`src/rtl/nlp_pkg.sv`:
```
package nlp_pkg;
  // 50 MHz system clock down to a 1 MHz timebase
  localparam int unsigned DEF_TICK_DIV = 50;
  // 16 ms interval at 1 us per tick
  localparam int unsigned DEF_TICKS_PER_PERIOD = 16000;

  typedef enum logic {
    TICK_FROM_PIN = 1'b0,
    TICK_FROM_DIV = 1'b1
  } tick_src_e;

  function automatic tick_src_e pick_src(input int unsigned div);
    return (div == 0) ? TICK_FROM_PIN : TICK_FROM_DIV;
  endfunction
endpackage

```
`src/rtl/nlp_tick_src.sv`:
```
module nlp_tick_src #(
  parameter int unsigned TICK_DIV = nlp_pkg::DEF_TICK_DIV
) (
  input  logic clk,
  input  logic rst,
  input  logic ext_tick_i,
  output logic tick_o
);
  import nlp_pkg::*;
  localparam tick_src_e SRC  = pick_src(TICK_DIV);
  localparam int unsigned DW = (TICK_DIV > 1) ? $clog2(TICK_DIV) : 1;

  generate
    if (SRC == TICK_FROM_PIN) begin : g_pin
      assign tick_o = ext_tick_i;
    end else begin : g_div
      logic [DW-1:0] div_cnt;
      logic          tick_q;
      logic          unused_ext;
      assign unused_ext = ext_tick_i;

      always_ff @(posedge clk) begin
        if (rst) begin
          div_cnt <= '0;
          tick_q  <= 1'b0;
        end else begin
          tick_q <= (div_cnt == DW'(TICK_DIV - 1));
          if (div_cnt == DW'(TICK_DIV - 1)) div_cnt <= '0;
          else                              div_cnt <= div_cnt + 1'b1;
        end
      end
      assign tick_o = tick_q;

      if (TICK_DIV > 1) begin : g_gap
        assert_tick_gap_R8: assert property (@(posedge clk) disable iff (rst)
          tick_q |=> !tick_q);
      end
    end
  endgenerate
endmodule

```
`src/rtl/nlp_interval.sv`:
```
module nlp_interval #(
  parameter int unsigned TICKS_PER_PERIOD = nlp_pkg::DEF_TICKS_PER_PERIOD
) (
  input  logic clk,
  input  logic rst,
  input  logic tick_i,
  input  logic tx_en_i,
  output logic pulse_o
);
  localparam int unsigned CW = (TICKS_PER_PERIOD > 1) ? $clog2(TICKS_PER_PERIOD) : 1;
  localparam logic [CW-1:0] LAST = CW'(TICKS_PER_PERIOD - 1);

  logic [CW-1:0] cnt;
  logic          at_last;
  assign at_last = (cnt == LAST);

  always_ff @(posedge clk) begin
    if (rst) begin
      cnt     <= '0;
      pulse_o <= 1'b0;
    end else begin
      pulse_o <= 1'b0;
      if (tx_en_i) begin
        cnt <= '0;
      end else if (tick_i) begin
        if (at_last) begin
          cnt     <= '0;
          pulse_o <= 1'b1;
        end else begin
          cnt <= cnt + 1'b1;
        end
      end
    end
  end

  assert_cnt_bound_R1: assert property (@(posedge clk) disable iff (rst)
    cnt <= LAST);

  assert_hold_on_tx_R3: assert property (@(posedge clk) disable iff (rst)
    tx_en_i |=> (cnt == '0) && !pulse_o);

  assert_one_cycle_R2: assert property (@(posedge clk) disable iff (rst)
    pulse_o |=> !pulse_o);
endmodule

```
`src/rtl/nlp_col_qual.sv`:
```
module nlp_col_qual (
  input  logic clk,
  input  logic rst,
  input  logic tx_en_i,
  input  logic rx_busy_i,
  output logic col_o
);
  always_ff @(posedge clk) begin
    if (rst) col_o <= 1'b0;
    else     col_o <= tx_en_i & rx_busy_i;
  end

  assert_col_needs_tx_R5: assert property (@(posedge clk) disable iff (rst)
    col_o |-> $past(tx_en_i));

  assert_idle_rx_no_col_R5: assert property (@(posedge clk) disable iff (rst)
    !rx_busy_i |=> !col_o);
endmodule

```
`src/rtl/nlp_link_pulse_gen.sv`:
```
module nlp_link_pulse_gen #(
  parameter int unsigned TICK_DIV         = nlp_pkg::DEF_TICK_DIV,
  parameter int unsigned TICKS_PER_PERIOD = nlp_pkg::DEF_TICKS_PER_PERIOD
) (
  input  logic clk,
  input  logic rst,
  input  logic tx_en_i,
  input  logic rx_busy_i,
  input  logic ext_tick_i,
  output logic pulse_req_o,
  output logic col_o
);
  logic tick;

  nlp_tick_src #(.TICK_DIV(TICK_DIV)) u_tick (
    .clk(clk), .rst(rst), .ext_tick_i(ext_tick_i), .tick_o(tick)
  );

  nlp_interval #(.TICKS_PER_PERIOD(TICKS_PER_PERIOD)) u_interval (
    .clk(clk), .rst(rst), .tick_i(tick), .tx_en_i(tx_en_i), .pulse_o(pulse_req_o)
  );

  nlp_col_qual u_col (
    .clk(clk), .rst(rst), .tx_en_i(tx_en_i), .rx_busy_i(rx_busy_i), .col_o(col_o)
  );

  assert_pulse_col_excl_R6: assert property (@(posedge clk) disable iff (rst)
    !(pulse_req_o && col_o));

  assert_reset_quiet_R7: assert property (@(posedge clk)
    $past(rst) |-> (!pulse_req_o && !col_o));
endmodule

```
`config.mk`:
```
export PLATFORM = sky130hd
export DESIGN_NAME = nlp_link_pulse_gen
export DESIGN_NICKNAME = d
export VERILOG_FILES = /design/src/rtl/nlp_pkg.sv /design/src/rtl/nlp_tick_src.sv /design/src/rtl/nlp_interval.sv /design/src/rtl/nlp_col_qual.sv /design/src/rtl/nlp_link_pulse_gen.sv
export SDC_FILE = /design/constraint.sdc
export NUM_CORES = 1
export LEC_CHECK = 0
export BUFFER_PORTS_ARGS = -buffer_cell sky130_fd_sc_hd__buf_2
export CAP_MARGIN = 20
export CORE_MARGIN = 3
export CORE_UTILIZATION = 45
export CTS_CLUSTER_DIAMETER = 200
export DETAILED_ROUTE_END_ITERATION = 8
export GPL_ROUTABILITY_DRIVEN = 0
export HOLD_SLACK_MARGIN = 0.03
export PLACE_DENSITY = 0.66
export SLEW_MARGIN = 20
export SYNTH_ARGS = -nofsm -noshare
export SYNTH_HDL_FRONTEND = slang
export SYNTH_SLANG_ARGS = --single-unit
```
`constraint.sdc`:
```
create_clock -name clk -period 2.75 [get_ports clk]
set_input_delay 0.4125 -clock clk [delete_from_list [all_inputs] [get_ports clk]]
set_output_delay 0.4125 -clock clk [all_outputs]
set_load 0.1 [all_outputs]
```
Yosys cells after proc, flatten, opt, wreduce, memory -nomap -nowiden. Index checks and enable logic that the tools add are counted.

Reductions and logical operators: 3. Eq/ne operators: 2. $add $sub $neg: 2. Bitwise gates (word level): 2. Mux-type cells: 2.

Operator list (count): 14-bit by 1-bit adder with 14-bit output (second input constant) (1); 14-bit == test (second input constant) (1); 14-bit two-way mux (1); 6-bit by 1-bit adder with 6-bit output (second input constant) (1); 6-bit == test (second input constant) (1); 2-bit OR reduction (2); 3-bit OR reduction (1); 1-bit bitwise AND (1); 1-bit two-way mux (1); 1-bit NOT (1).

Logic and storage cells: 16. Output and inout bits: 2. Input bits: 5. Register bits after elaboration: 23.

Logic depth before layout (Yosys ltp). Gate-level depths: netlist of the first run.

Depth after elaboration: 2. Gate-level depth with buffers: 6. Gate-level depth less buffers: 5.

Cells and area by module. A second synthesis of the first run with hierarchy kept.

Cell total of the unflattened synthesis: 102. Area total of the unflattened synthesis: 977.2 um^2.

Modules (own cells, without submodules): nlp_interval (cells each 72, area an instance 668.1 um^2, instances 1); nlp_tick_src (cells each 28, area an instance 280.3 um^2, instances 1); nlp_col_qual (cells each 2, area an instance 28.8 um^2, instances 1).

Worst setup path after synthesis of the first run. Ideal clock, no wire load.

Kind: register to register. From: reg u_interval.cnt[0]. To: reg u_interval.cnt[12]. Path buffers: 1. Stages on the path, launching flop included: 7. Arrival: 1.437 ns. Data required time: 2.635 ns. Period minus slack after synthesis: 1.552 ns. Setup slack: 1.198 ns. Setup time: 0.115 ns. Path through: dfxtp_1 -> ha_1 -> nand3_1 -> or4_4 -> nand2_2 -> buf_6 -> nor2_1.

Longest elaborated chain between the ends: 2. Elaborated cells between the ends (all ways): 3. Classes of those cells: 1 x add/sub; 1 x eq/ne; 1 x mux.

RTL lines: start, declared (RTL line nlp_interval.sv:13) `logic [CW-1:0] cnt;`; start signal, assigned (RTL line nlp_interval.sv:30) `cnt <= cnt + 1'b1;`; 14-bit by 1-bit adder with 14-bit output or 14-bit == test (tied branches) (RTL line nlp_interval.sv:30, nlp_interval.sv:15); 14-bit two-way mux (*) (RTL line nlp_interval.sv:26) `if (at_last) begin`.

Mark *: on every way between the ends. The rest lies on a longest branch, timed or not. A chain may end at the register's enable or synchronous reset.

Worst setup path in the final report of the first run.
From: reg u_interval.cnt[0]. To: reg u_interval.cnt[11].

Same word-level chain as after synthesis.

==> summary.md, run 1 <==
| Metric | Value |
|---|---|
| Status | `complete, no violations` |
| Tmin final | `1.71 ns` |
| WL final | `1510 microns` |
| Initial core utilization | `48.1%` |
| Critical Path AT | `1.91 ns` |
| TritonCTS clock tree | `done` |
| Vias in the first global route | `667` |
| Largest net degree at the start of global routing | `13` |
| Pleak | `0.360 nW` |
| Final worst path period share | `62.3%` |
| GRT Total Usage | `13.7%` |
| Max Buffers Root-to-Sink | `2` |
| Fmax | `0.584 GHz` |
| Worst hold path class | `in2reg` |
| Synthesized area per cell | `9.35 sq um` |
| Crit. End Element | `flop` |
| Clk root buf | `clkbuf_4` |
| Die height | `52.0 microns` |
| Area growth syn-to-layout | `7.74%` |
| Filler cells | `177` |
| Worst-Margin Slew | `0.484 ns` |
| Critical path data required time | `2.95 ns` |
| Final hold vios | `0` |
| # DRC | `0` |
| Setup violations, final | `0` |
| Cell Area, Synth | `953 sq um` |
| Ant diodes | `0` |
| Row count | `16` |
| Final Max Slew Viols | `0` |
| Syn_nets | `110` |
| CTS resizes | `0` |
| CP Launch Type | `flop` |
| CTS clk-pin slew, worst paths | `0.12 ns` |
| Die area | `0.00271 sq mm` |
| Met3 WL | `35 microns` |
| Post-CTS Setup Inserts | `0` |
| Met2 wire length | `704 microns` |
| Register area share after synthesis | `48.3%` |
| Post-DR vias/cell | `4.88` |
| RSZ-0062 raised after global routing | `no` |
| Port bufs | `5` |
| Max_cap viols | `0` |
| Relative slew slack | `68.0%` |
| Yosys reg bits | `23` |
| Top-Level Pins | `7` |
| Hold-fix buffers, CTS | `0` |
| Count of different cell masters after synthesis | `19` |
| First-pass GRT wire length | `2780 microns` |
| First drt pass iteration count | `3` |
| Switching share of power | `21.6%` |
| Fraction of layout cells with a size suffix above 1 | `10.0%` |
| DR top layer | `met4` |
| Switching power | `0.111 mW` |
| Final Skew | `0.00215 ns` |
| VDD IR max | `0.256 mV` |
| Die span in x | `52.0 microns` |
| CTS sink count | `23` |
| Total power | `0.511 mW` |
| WL met1 | `756 microns` |
| Cell Pwr Density | `498 mW/mm^2` |
| Worst-Skew Late Latency | `0.30 ns` |
| Total CTS buffers | `3` |
| Setup total negative slack | `0 ns` |
| Int Pwr | `0.401 mW` |
| CTS H-Tree Depth | `1` |
| Setup CP Type | `reg2reg` |
| DR iter-0 viols | `7` |
| Comb power frac | `4.2%` |
| Vias | `668` |
| Antenna violations before repair | `0` |
| CP max FO | `12` |
| Dpl hpwl | `1140 microns` |
| Seq pwr share | `66.6%` |
| Ys Warns | `0` |
| Fin util | `51.8%` |
| Cells after synthesis | `102` |
| Detail Route Antenna Nets | `0` |
| Core area | `0.00198 sq mm` |
| WL per Instance | `11.0 microns` |
| Clock Power Share | `29.2%` |
| GRT Residual Overflow | `0` |
| Layout net count | `119` |
## sequential cells by signal, indices dropped and copies added (netlist names)
signal / cells
u_col.col_o: 1
u_interval.cnt: 14
u_interval.pulse_o: 1
u_tick.g_div.div_cnt: 6
u_tick.tick_o: 1
## synth_stat cells
cell type,instances,share of area (%)
nor2_1,24,9.4
dfxtp_1,23,48
xnor2_1,11,10
nand2_1,6,2.4
xor2_1,6,5.5
nor3_1,5,2.6
nand3_1,4,2.1
nand4_1,4,2.6
nor4_1,4,2.6
ha_1,3,3.9
inv_1,3,1.2
and3_1,2,1.3
buf_6,1,1.2
mux2i_1,1,1.0
nand2_2,1,0.66
nand2b_1,1,0.66
nand4_4,1,2.2
or3b_1,1,0.92
or4_4,1,1.2
## worst max-delay path: stages, from the launching register on
cell,delay (ns)
dfxtp_1,0.39
ha_1,0.20
nand3_1,0.15
or4_4,0.55
nand2_2,0.23
nor2_1,0.09
## routing by layer
layer	GRT usage [%]	vias up
met2	22.8	3
met5	0	-
met4	5.24	0
met3	3.44	2
met1	16.8	309
li1	-	354
## power by group through the flow
| stage | clock, mW | combinational [mW] | sequential, mW |
|---|---|---|---|
| 3_5_place_dp | 0 | 0.0219 | 0.348 |
| 2_1_floorplan | 0 | 0.0122 | 0.352 |
| 5_1_grt | 0.167 | 0.0250 | 0.341 |
| 3_3_place_gp | 0 | 0.0217 | 0.348 |
| 6_report | 0.149 | 0.0216 | 0.341 |
| 4_1_cts | 0.155 | 0.0219 | 0.341 |
## cells by family (layout without fill, tap and decap cells)
group	after synthesis	in the layout	synth area share, %
XOR/XNOR	17	17	15.6
multiplexers	1	1	1.05
AND/OR/NAND/NOR	54	54	28.7
adder cells (fa/ha/maj)	3	3	3.94
buffers and inverters	4	12	2.36
flip-flops	23	23	48.3
## worst paths after layout
kind,from,endpoint,cells past startpoint,slack [ns]
hold / removal,rx_busy_i,u_col.col_o,3,0.33
hold reg to reg,u_tick.g_div.div_cnt[0],u_tick.g_div.div_cnt[0],1,0.48
setup reg to reg,u_interval.cnt[0],u_interval.cnt[11],5,1.04
setup / recovery,u_interval.cnt[0],u_interval.cnt[11],5,1.04
## cell type report
cell class | instances | area, sq um | share of cell area (%)
Multi-Input combinational cell | 75 | 470 | 45.8
Sequential cell | 23 | 460 | 44.8
Tap cell | 27 | 33.8 | 3.29
Clock buffer | 4 | 26.3 | 2.56
Timing Repair Buffer | 5 | 25.0 | 2.44
Inverter | 3 | 11.3 | 1.10
## placed cells by master (no fill, tap or decap)
| master | instances |
|---|---|
| and3_1 | 2 |
| buf_2 | 5 |
| clkbuf_1 | 1 |
| clkbuf_4 | 3 |
| dfxtp_1 | 23 |
| ha_1 | 3 |
| inv_1 | 3 |
| mux2i_1 | 1 |
| nand2_1 | 6 |
| nand2_2 | 1 |
| nand2b_1 | 1 |
| nand3_1 | 4 |
| nand4_1 | 4 |
| nand4_4 | 1 |
| nor2_1 | 24 |
| nor3_1 | 5 |
| nor4_1 | 4 |
| or3b_1 | 1 |
| or4_4 | 1 |
| xnor2_1 | 11 |
| xor2_1 | 6 |
## metrics by stage
step | cell area (sq um) | hold slack [ns] | setup slack [ns] | instances
after floorplan | 953 | 0.430 | 1.20 | 102
after global placement | 1000 | 0.447 | 1.07 | 133
after detailed placement | 1000 | 0.457 | 1.06 | 133
after CTS | 1030 | 0.316 | 1.04 | 137
after global routing | 1030 | 0.319 | 0.911 | 137
final | 1030 | 0.327 | 1.04 | 137
(Power assumes the default switching activity.)
==> run 2, diff against run 1 <==
--- a/config.mk
+++ b/config.mk
@@ -5,8 +5,10 @@
 export SDC_FILE = /design/constraint.sdc
 export NUM_CORES = 1
 export LEC_CHECK = 0
+export ABC_AREA = 1
 export BUFFER_PORTS_ARGS = -buffer_cell sky130_fd_sc_hd__buf_2
 export CAP_MARGIN = 20
+export CORE_ASPECT_RATIO = 1.75
 export CORE_MARGIN = 3
 export CORE_UTILIZATION = 45
 export CTS_CLUSTER_DIAMETER = 200
==> constraint.sdc (replaced) <==
create_clock -name clk -period 1.7 [get_ports clk]
set_input_delay 0.255 -clock clk [delete_from_list [all_inputs] [get_ports clk]]
set_output_delay 0.255 -clock clk [all_outputs]
set_load 0.1 [all_outputs]
==> run 2 against run 1 <==
  * Final cell count increased by 31%
  * Clock skew increased by 0.0084 ns
  * Combinational power increased by 73%
  * Critical path depth increased by 3
  * Global-route usage increased by 1.9 points
  * Fmax increased by 18%
  * Total power increased by 64%
  * Synthesized area increased by 9.4%
  * Clock-buffer cell count unchanged
  * Sequential share of layout area decreased by 3.9 points
  * Wire length increased by 27%
  * Largest cell class unchanged
==> summary.md, run 2 <==
| Metric | Value |
|---|---|
| Status | `complete, no violations` |
| Largest net degree at the start of global routing | `13 (unchanged)` |
| Worst Path Buf+Inv | `1 (+1)` |
| Post-CTS Setup Inserts | `0 (unchanged)` |
| # DRC | `0 (unchanged)` |
| Setup total negative slack | `0 ns (unchanged)` |
| WHS Path Cells | `2 (-1)` |
| Die height | `69.7 microns (+34%)` |
| Final Max Slew Viols | `0 (unchanged)` |
| Setup violations, final | `0 (unchanged)` |
| Reg2reg start | `u_interval.cnt[0]` |
| Synth cell count leaders | `nor2_1 (34), nand2_1 (30), inv_1 (25)` |
| TritonCTS clock tree | `done` |
| Cell Pwr Density | `745 mW/mm^2 (+50%)` |
| Yosys reg bits | `23 (unchanged)` |
| Detail Route Antenna Nets | `0 (unchanged)` |
| Biggest registers after layout | `u_interval.cnt: 14 flops, u_tick.g_div.div_cnt: 6 flops` |
| Vias in the first global route | `911 (+37%)` |
| CP max FO | `7 (-5)` |
| GRT Residual Overflow | `0 (unchanged)` |
| Setup CP Type | `reg2reg` |
| Max_cap viols | `0 (unchanged)` |
| Worst-Skew Late Latency | `0.31 ns (about the same)` |
| Ys Warns | `0 (unchanged)` |
| Hold-fix buffers, CTS | `0 (unchanged)` |
| R2R cell count | `8 (+3)` |
| WL per Instance | `10.6 microns (-3.6%)` |
| End of the worst register-to-register path | `u_interval.cnt[13]` |
| Layout net count | `165 (+39%)` |
| Critical Path AT | `1.66 ns (-0.25 ns)` |
| Final Skew | `0.0106 ns (+0.00841 ns)` |
| GRT Total Usage | `15.6% (+1.9 points)` |
| CP Launch Type | `flop` |
| Commonest non-fill, non-tap cell in the layout | `nor2_1` |
| Synthesized area per cell | `7.10 sq um (-24%)` |
| Worst-Margin Slew | `0.485 ns (+0.00147 ns)` |
| Hold EP | `u_col.col_o` |
| First drt pass iteration count | `4 (+1)` |
| Port bufs | `5 (unchanged)` |
| Fraction of layout cells with a size suffix above 1 | `8.33% (-1.7 points)` |
| Row count | `22 (+6)` |
| Total CTS buffers | `3 (unchanged)` |
| Post-route insts no fill | `180 (+31%)` |
| Hold path startpoint | `rst` |
| Ant diodes | `0 (unchanged)` |
| Post-DR vias/cell | `4.88 (about the same)` |
| Count of different cell masters after synthesis | `18 (-1)` |
| Clk root buf | `clkbuf_4` |
| Final hold vios | `0 (unchanged)` |
| Cells after synthesis | `147 (+44%)` |
| Tmin final | `1.45 ns (-0.262 ns)` |
| Reg2Reg Setup Slack | `0.25 ns (-0.79 ns)` |
| Syn_nets | `155 (+41%)` |
| Fmax | `0.689 GHz (+18%)` |
| Max Buffers Root-to-Sink | `2 (unchanged)` |
| Worst hold path class | `in2reg` |
| Post-synth EDFFs | `0 (unchanged)` |
| CTS clk-pin slew, worst paths | `0.13 ns (about the same)` |
| DR iter-0 viols | `11 (+4)` |
| Most flops, register | `u_interval.cnt` |
| Max reg flops | `14 (unchanged)` |
| Max incr delay on CP | `0.38 ns (-0.17 ns)` |
| Dpl hpwl | `1590 microns (+40%)` |
| CTS resizes | `0 (unchanged)` |
| Register area share after synthesis | `44.1% (-4.2 points)` |
| Final worst path period share | `85.3% (+23 points)` |
| Count leader, synth | `nor2_1` |
| VDD IR max | `0.491 mV (+92%)` |
| Worst hold slack | `0.140 ns (-0.186 ns)` |
| Relative slew slack | `67.9% (-0.097 points)` |
| Largest cells by area after synthesis | `dfxtp_1 (44%), nor2_1 (12%), nand2_1 (11%)` |
| Commonest cells after routing, fill and taps aside | `nor2_1 (34), nand2_1 (30), inv_1 (25), dfxtp_1 (23)` |
| Core area | `0.00215 sq mm (+8.3%)` |
| Fin util | `52.4% (+0.56 points)` |
| Top delay family on crit path | `simple AND/OR/NAND/NOR gates` |
| RSZ-0062 raised after global routing | `no` |
| Vias | `878 (+31%)` |
| Most frequently used flop master after synthesis | `dfxtp_1` |
| Top-Level Pins | `7 (unchanged)` |
| Die span in x | `42.4 microns (-19%)` |
| Synth top area share | `44.1% (-4.2 points)` |
| Area growth syn-to-layout | `7.79% (about the same)` |
| Crit. End Element | `flop` |
| Placed Instances | `176 (+32%)` |
| CTS H-Tree Depth | `1 (unchanged)` |
| Initial core utilization | `48.6% (+0.50 points)` |
| Async SR Flop Fraction | `0% (unchanged)` |
| WL final | `1910 microns (+27%)` |
| First-pass GRT wire length | `3600 microns (+30%)` |
| Pleak | `0.440 nW (+22%)` |
| Antenna violations before repair | `0 (unchanged)` |
| Critical Path, Cell by Cell | `ha_1 -> nand2_1 -> nor2_1 -> nand4_1 -> nand2_2 -> inv_1 -> nand2_1 -> nor2_1` |
| CTS sink count | `23 (unchanged)` |
| Critical path data required time | `1.91 ns (-1.04 ns)` |
| CP max stage cell | `dfxtp_1` |
| Cell type with the largest total area after synthesis | `dfxtp_1` |
| Die area | `0.00296 sq mm (+9.2%)` |
| Cell Area, Synth | `0.00104 sq mm (+9.4%)` |
==> run 2: changes by cell type after synthesis, moves of 5 or more <==
cell and change:
nand2_1 +24, a21oi_1 +5, xnor2_1 -10, nor2_1 +10, inv_1 +22
==> run 2: cell families after synthesis <==
group                      share of synthesized area [%]
DFF                                                 44.1
adders and majority gates                           3.60
AOI/OAI and AO/OA                                   4.56
buffers and inverters                               8.99
and+or+nand+nor                                     35.3
xor gates and xnor gates                            2.52
muxes                                              0.959
==> run 2: worst max-delay path by stage <==
stage	cells past startpoint	end	slack [ns]	startpoint
after floorplan	8	u_interval.cnt[12]	0.51	u_interval.cnt[0]
after global placement	8	u_interval.cnt[10]	0.28	u_interval.cnt[0]
after detailed placement	8	u_interval.cnt[10]	0.25	u_interval.cnt[0]
after CTS	8	u_interval.cnt[10]	0.23	u_interval.cnt[0]
after global routing	8	u_interval.cnt[13]	0.08	u_interval.cnt[1]
final	8	u_interval.cnt[13]	0.25	u_interval.cnt[0]
==> run 2: cell type report <==
type,count,area (sq um)
clock buffers,4,26.3
multi-input cells,99,489
inverters,25,93.8
repair buffers,5,25.0
flip-flops and latches,23,460
fillers,213,1020
well taps,24,30.0
==> run 2: per-stage QoR <==
stage / instance area (sq um) / power, mW / worst slack (ns)
finish: 1120 / 0.838 / 0.250
global route: 1120 / 0.870 / 0.0849
CTS: 1120 / 0.851 / 0.231
detailed placement: 1100 / 0.601 / 0.246
global placement: 1100 / 0.599 / 0.281
floorplan: 1040 / 0.588 / 0.508
==> run 2: layer usage <==
layer  global-route usage, %  share of wire [%]  wire, microns
met1                    15.2                 38            719
met2                    30.2                 59           1130
met3                    1.56               0.99             19
met4                    8.30                2.0             39
met5                       0                  0              0
==> run 2: power by group <==
part | switching (mW) | leakage, nW | total [mW] | internal (mW)
combinational | 0.0258 | 0.239 | 0.0373 | 0.0115
sequential | 0.00533 | 0.186 | 0.551 | 0.546
clock | 0.158 | 0.0150 | 0.250 | 0.0916
total | 0.189 | 0.440 | 0.838 | 0.649
==> run 3, diff against run 2 <==
--- a/config.mk
+++ b/config.mk
@@ -8,7 +8,6 @@
 export ABC_AREA = 1
 export BUFFER_PORTS_ARGS = -buffer_cell sky130_fd_sc_hd__buf_2
 export CAP_MARGIN = 20
-export CORE_ASPECT_RATIO = 1.75
 export CORE_MARGIN = 3
 export CORE_UTILIZATION = 45
 export CTS_CLUSTER_DIAMETER = 200
==> run 3 against run 2 <==
  * Total power rose by 1.2%
  * Via count fell by 3.8%
  * Sequential power barely moved
  * Register-to-register slack improved by 0.07 ns
  * Final cell count rose by 1.7%
  * Largest cell class unchanged
==> summary.md, run 3 (same netlist as run 2, synthesis figures left out) <==
| Metric | Value |
|---|---|
| Relative slew slack | `68.0% (+0.15 points)` |
| TritonCTS clock tree | `done` |
| Max_cap viols | `0 (unchanged)` |
| Most flops, register | `u_interval.cnt` |
| Crit. End Element | `flop` |
| Commonest non-fill, non-tap cell in the layout | `nor2_1` |
| Fmax | `0.727 GHz (+5.4%)` |
| Setup CP Type | `reg2reg` |
| Met3 WL | `47 microns (+150%)` |
| Final Cell Area | `0.00113 sq mm (+0.67%)` |
| Final hold vios | `0 (unchanged)` |
| CP Launch Type | `flop` |
| Layout net count | `165 (unchanged)` |
| Fin util | `54.4% (+2.0 points)` |
| Final Max Slew Viols | `0 (unchanged)` |
| Port bufs | `5 (unchanged)` |
| Antenna violations before repair | `0 (unchanged)` |
| Die height | `54.2 microns (-22%)` |
| Worst hold slack | `0.123 ns (-0.0176 ns)` |
| WHS Path Cells | `2 (unchanged)` |
| Max reg flops | `14 (unchanged)` |
| Fraction of layout cells with a size suffix above 1 | `8.97% (+0.64 points)` |
| Final worst path period share | `80.9% (-4.4 points)` |
| Commonest cells after routing, fill and taps aside | `nor2_1 (34), nand2_1 (30), inv_1 (25), dfxtp_1 (23)` |
| Critical Path, Cell by Cell | `ha_1 -> nand2_1 -> nor2_1 -> nand4_1 -> nand2_2 -> inv_1 -> nand2_1 -> nor2_1` |
| Largest net degree at the start of global routing | `15 (+2)` |
| Critical Path AT | `1.60 ns (-0.06 ns)` |
| Top-Level Pins | `7 (unchanged)` |
| Tmin final | `1.38 ns (-0.0749 ns)` |
| Biggest registers after layout | `u_interval.cnt: 14 flops, u_tick.g_div.div_cnt: 6 flops` |
| CP max FO | `7 (unchanged)` |
| Placed cell areas | `0.00110 sq mm (+0.34%)` |
| WL per Instance | `9.42 microns (-11%)` |
| Worst hold path class | `in2reg` |
| Reg2Reg Setup Slack | `0.32 ns (+0.07 ns)` |
| WL final | `1720 microns (-9.9%)` |
| Reg2reg start | `u_interval.cnt[1]` |
| Pleak | `0.439 nW (-0.24%)` |
| Core area | `0.00208 sq mm (-3.0%)` |
| # DRC | `0 (unchanged)` |
| Setup violations, final | `0 (unchanged)` |
| Final worst slack | `0.325 ns (+0.0749 ns)` |
| Total CTS buffers | `3 (unchanged)` |
| Vias | `845 (-3.8%)` |
| CTS clk-pin slew, worst paths | `0.13 ns (about the same)` |
| Post-CTS Setup Inserts | `0 (unchanged)` |
| CP max stage cell | `dfxtp_1` |
| Max Buffers Root-to-Sink | `2 (unchanged)` |
| CTS H-Tree Depth | `1 (unchanged)` |
| End of the worst register-to-register path | `u_interval.cnt[11]` |
| Dpl hpwl | `1340 microns (-16%)` |
| Max incr delay on CP | `0.38 ns (about the same)` |
| Post-Place Setup Slack | `0.334 ns (+0.0881 ns)` |
| Hold-fix buffers, CTS | `0 (unchanged)` |
| Critical path data required time | `1.92 ns (about the same)` |
| Clk root buf | `clkbuf_4` |
| Hold EP | `u_col.col_o` |
| Hold path startpoint | `rst` |
| Area growth syn-to-layout | `8.51%` |
| DR top layer | `met4` |
| CTS resizes | `0 (unchanged)` |
| Die span in x | `54.2 microns (+28%)` |
| WL met1 | `893 microns (+24%)` |
| Cell Pwr Density | `749 mW/mm^2 (+0.55%)` |
| Worst-Margin Slew | `0.483 ns (-0.00221 ns)` |
| VDD IR max | `0.536 mV (+9.2%)` |
| R2R cell count | `8 (unchanged)` |
| Setup total negative slack | `0 ns (unchanged)` |
| Detail Route Antenna Nets | `0 (unchanged)` |
| First drt pass iteration count | `4 (unchanged)` |
| GRT Total Usage | `15.6% (about the same)` |
| Status | `complete, no violations` |
| CTS sink count | `23 (unchanged)` |
| First-pass GRT wire length | `3280 microns (-9.0%)` |
| RSZ-0062 raised after global routing | `no` |
| Ant diodes | `0 (unchanged)` |
| Final Skew | `0.00136 ns (-0.00920 ns)` |
| DR iter-0 viols | `20 (+9)` |
| Post-DR vias/cell | `4.62 (-5.3%)` |
| Met2 wire length | `746 microns (-34%)` |
| Initial core utilization | `50.1% (+1.5 points)` |
| Die area | `0.00293 sq mm (-0.76%)` |
| GRT Residual Overflow | `0 (unchanged)` |
| Row count | `16 (-27%)` |
| Vias in the first global route | `824 (-9.5%)` |
| Worst-Skew Late Latency | `0.31 ns (about the same)` |
[run 3: cell types whose count changed in the layout (fill, tap and decap cells not counted), sizes merged]
cell	previous run	this run
clkinvlp	0	1
clkbuf	4	3
[run 3: routing by layer]
| metal | track usage [%] | up-vias |
|---|---|---|
| met3 | 3.32 | 4 |
| li1 | - | 467 |
| met4 | 7.47 | 0 |
| met2 | 24.5 | 7 |
| met1 | 20.2 | 367 |
| met5 | 0 | - |
[run 3: how the worst max path moves through the flow]
stage / endpoint / slack, ns / startpoint
CTS: u_interval.cnt[11] / 0.32 / u_interval.cnt[1]
floorplan: u_interval.cnt[12] / 0.51 / u_interval.cnt[0]
finish: u_interval.cnt[11] / 0.32 / u_interval.cnt[1]
detailed placement: u_interval.cnt[11] / 0.33 / u_interval.cnt[1]
global route: u_interval.cnt[10] / 0.13 / u_interval.cnt[1]
global placement: u_interval.cnt[11] / 0.35 / u_interval.cnt[0]
[run 3: layout make-up]
type | count | area (sq um)
clock inverter | 1 | 7.51
sequential | 23 | 460
multi-input combinational | 99 | 489
inverter | 25 | 93.8
clock buffer | 3 | 22.5
timing repair buffer | 5 | 25.0
fill | 216 | 950
tap | 27 | 33.8
[run 3: where the power goes]
group	switching, mW	internal, mW	leakage (nW)
registers	0.00517	0.546	0.186
clock network	0.172	0.0898	0.0139
logic	0.0250	0.0112	0.239
[run 3: critical path: cells and delay by family, from the launching register on]
kind | cells | cell delay, ns
and+or+nand+nor | 6 | 0.61
DFF | 1 | 0.38
adders and majority gates | 1 | 0.19
buffers and inverters | 1 | 0.10
[run 3: stage by stage]
| step | power, mW | instances |
|---|---|---|
| after floorplan | 0.588 | 147 |
| after global routing | 0.899 | 183 |
| after detailed placement | 0.600 | 179 |
| after global placement | 0.598 | 179 |
| final | 0.848 | 183 |
| after CTS | 0.864 | 183 |
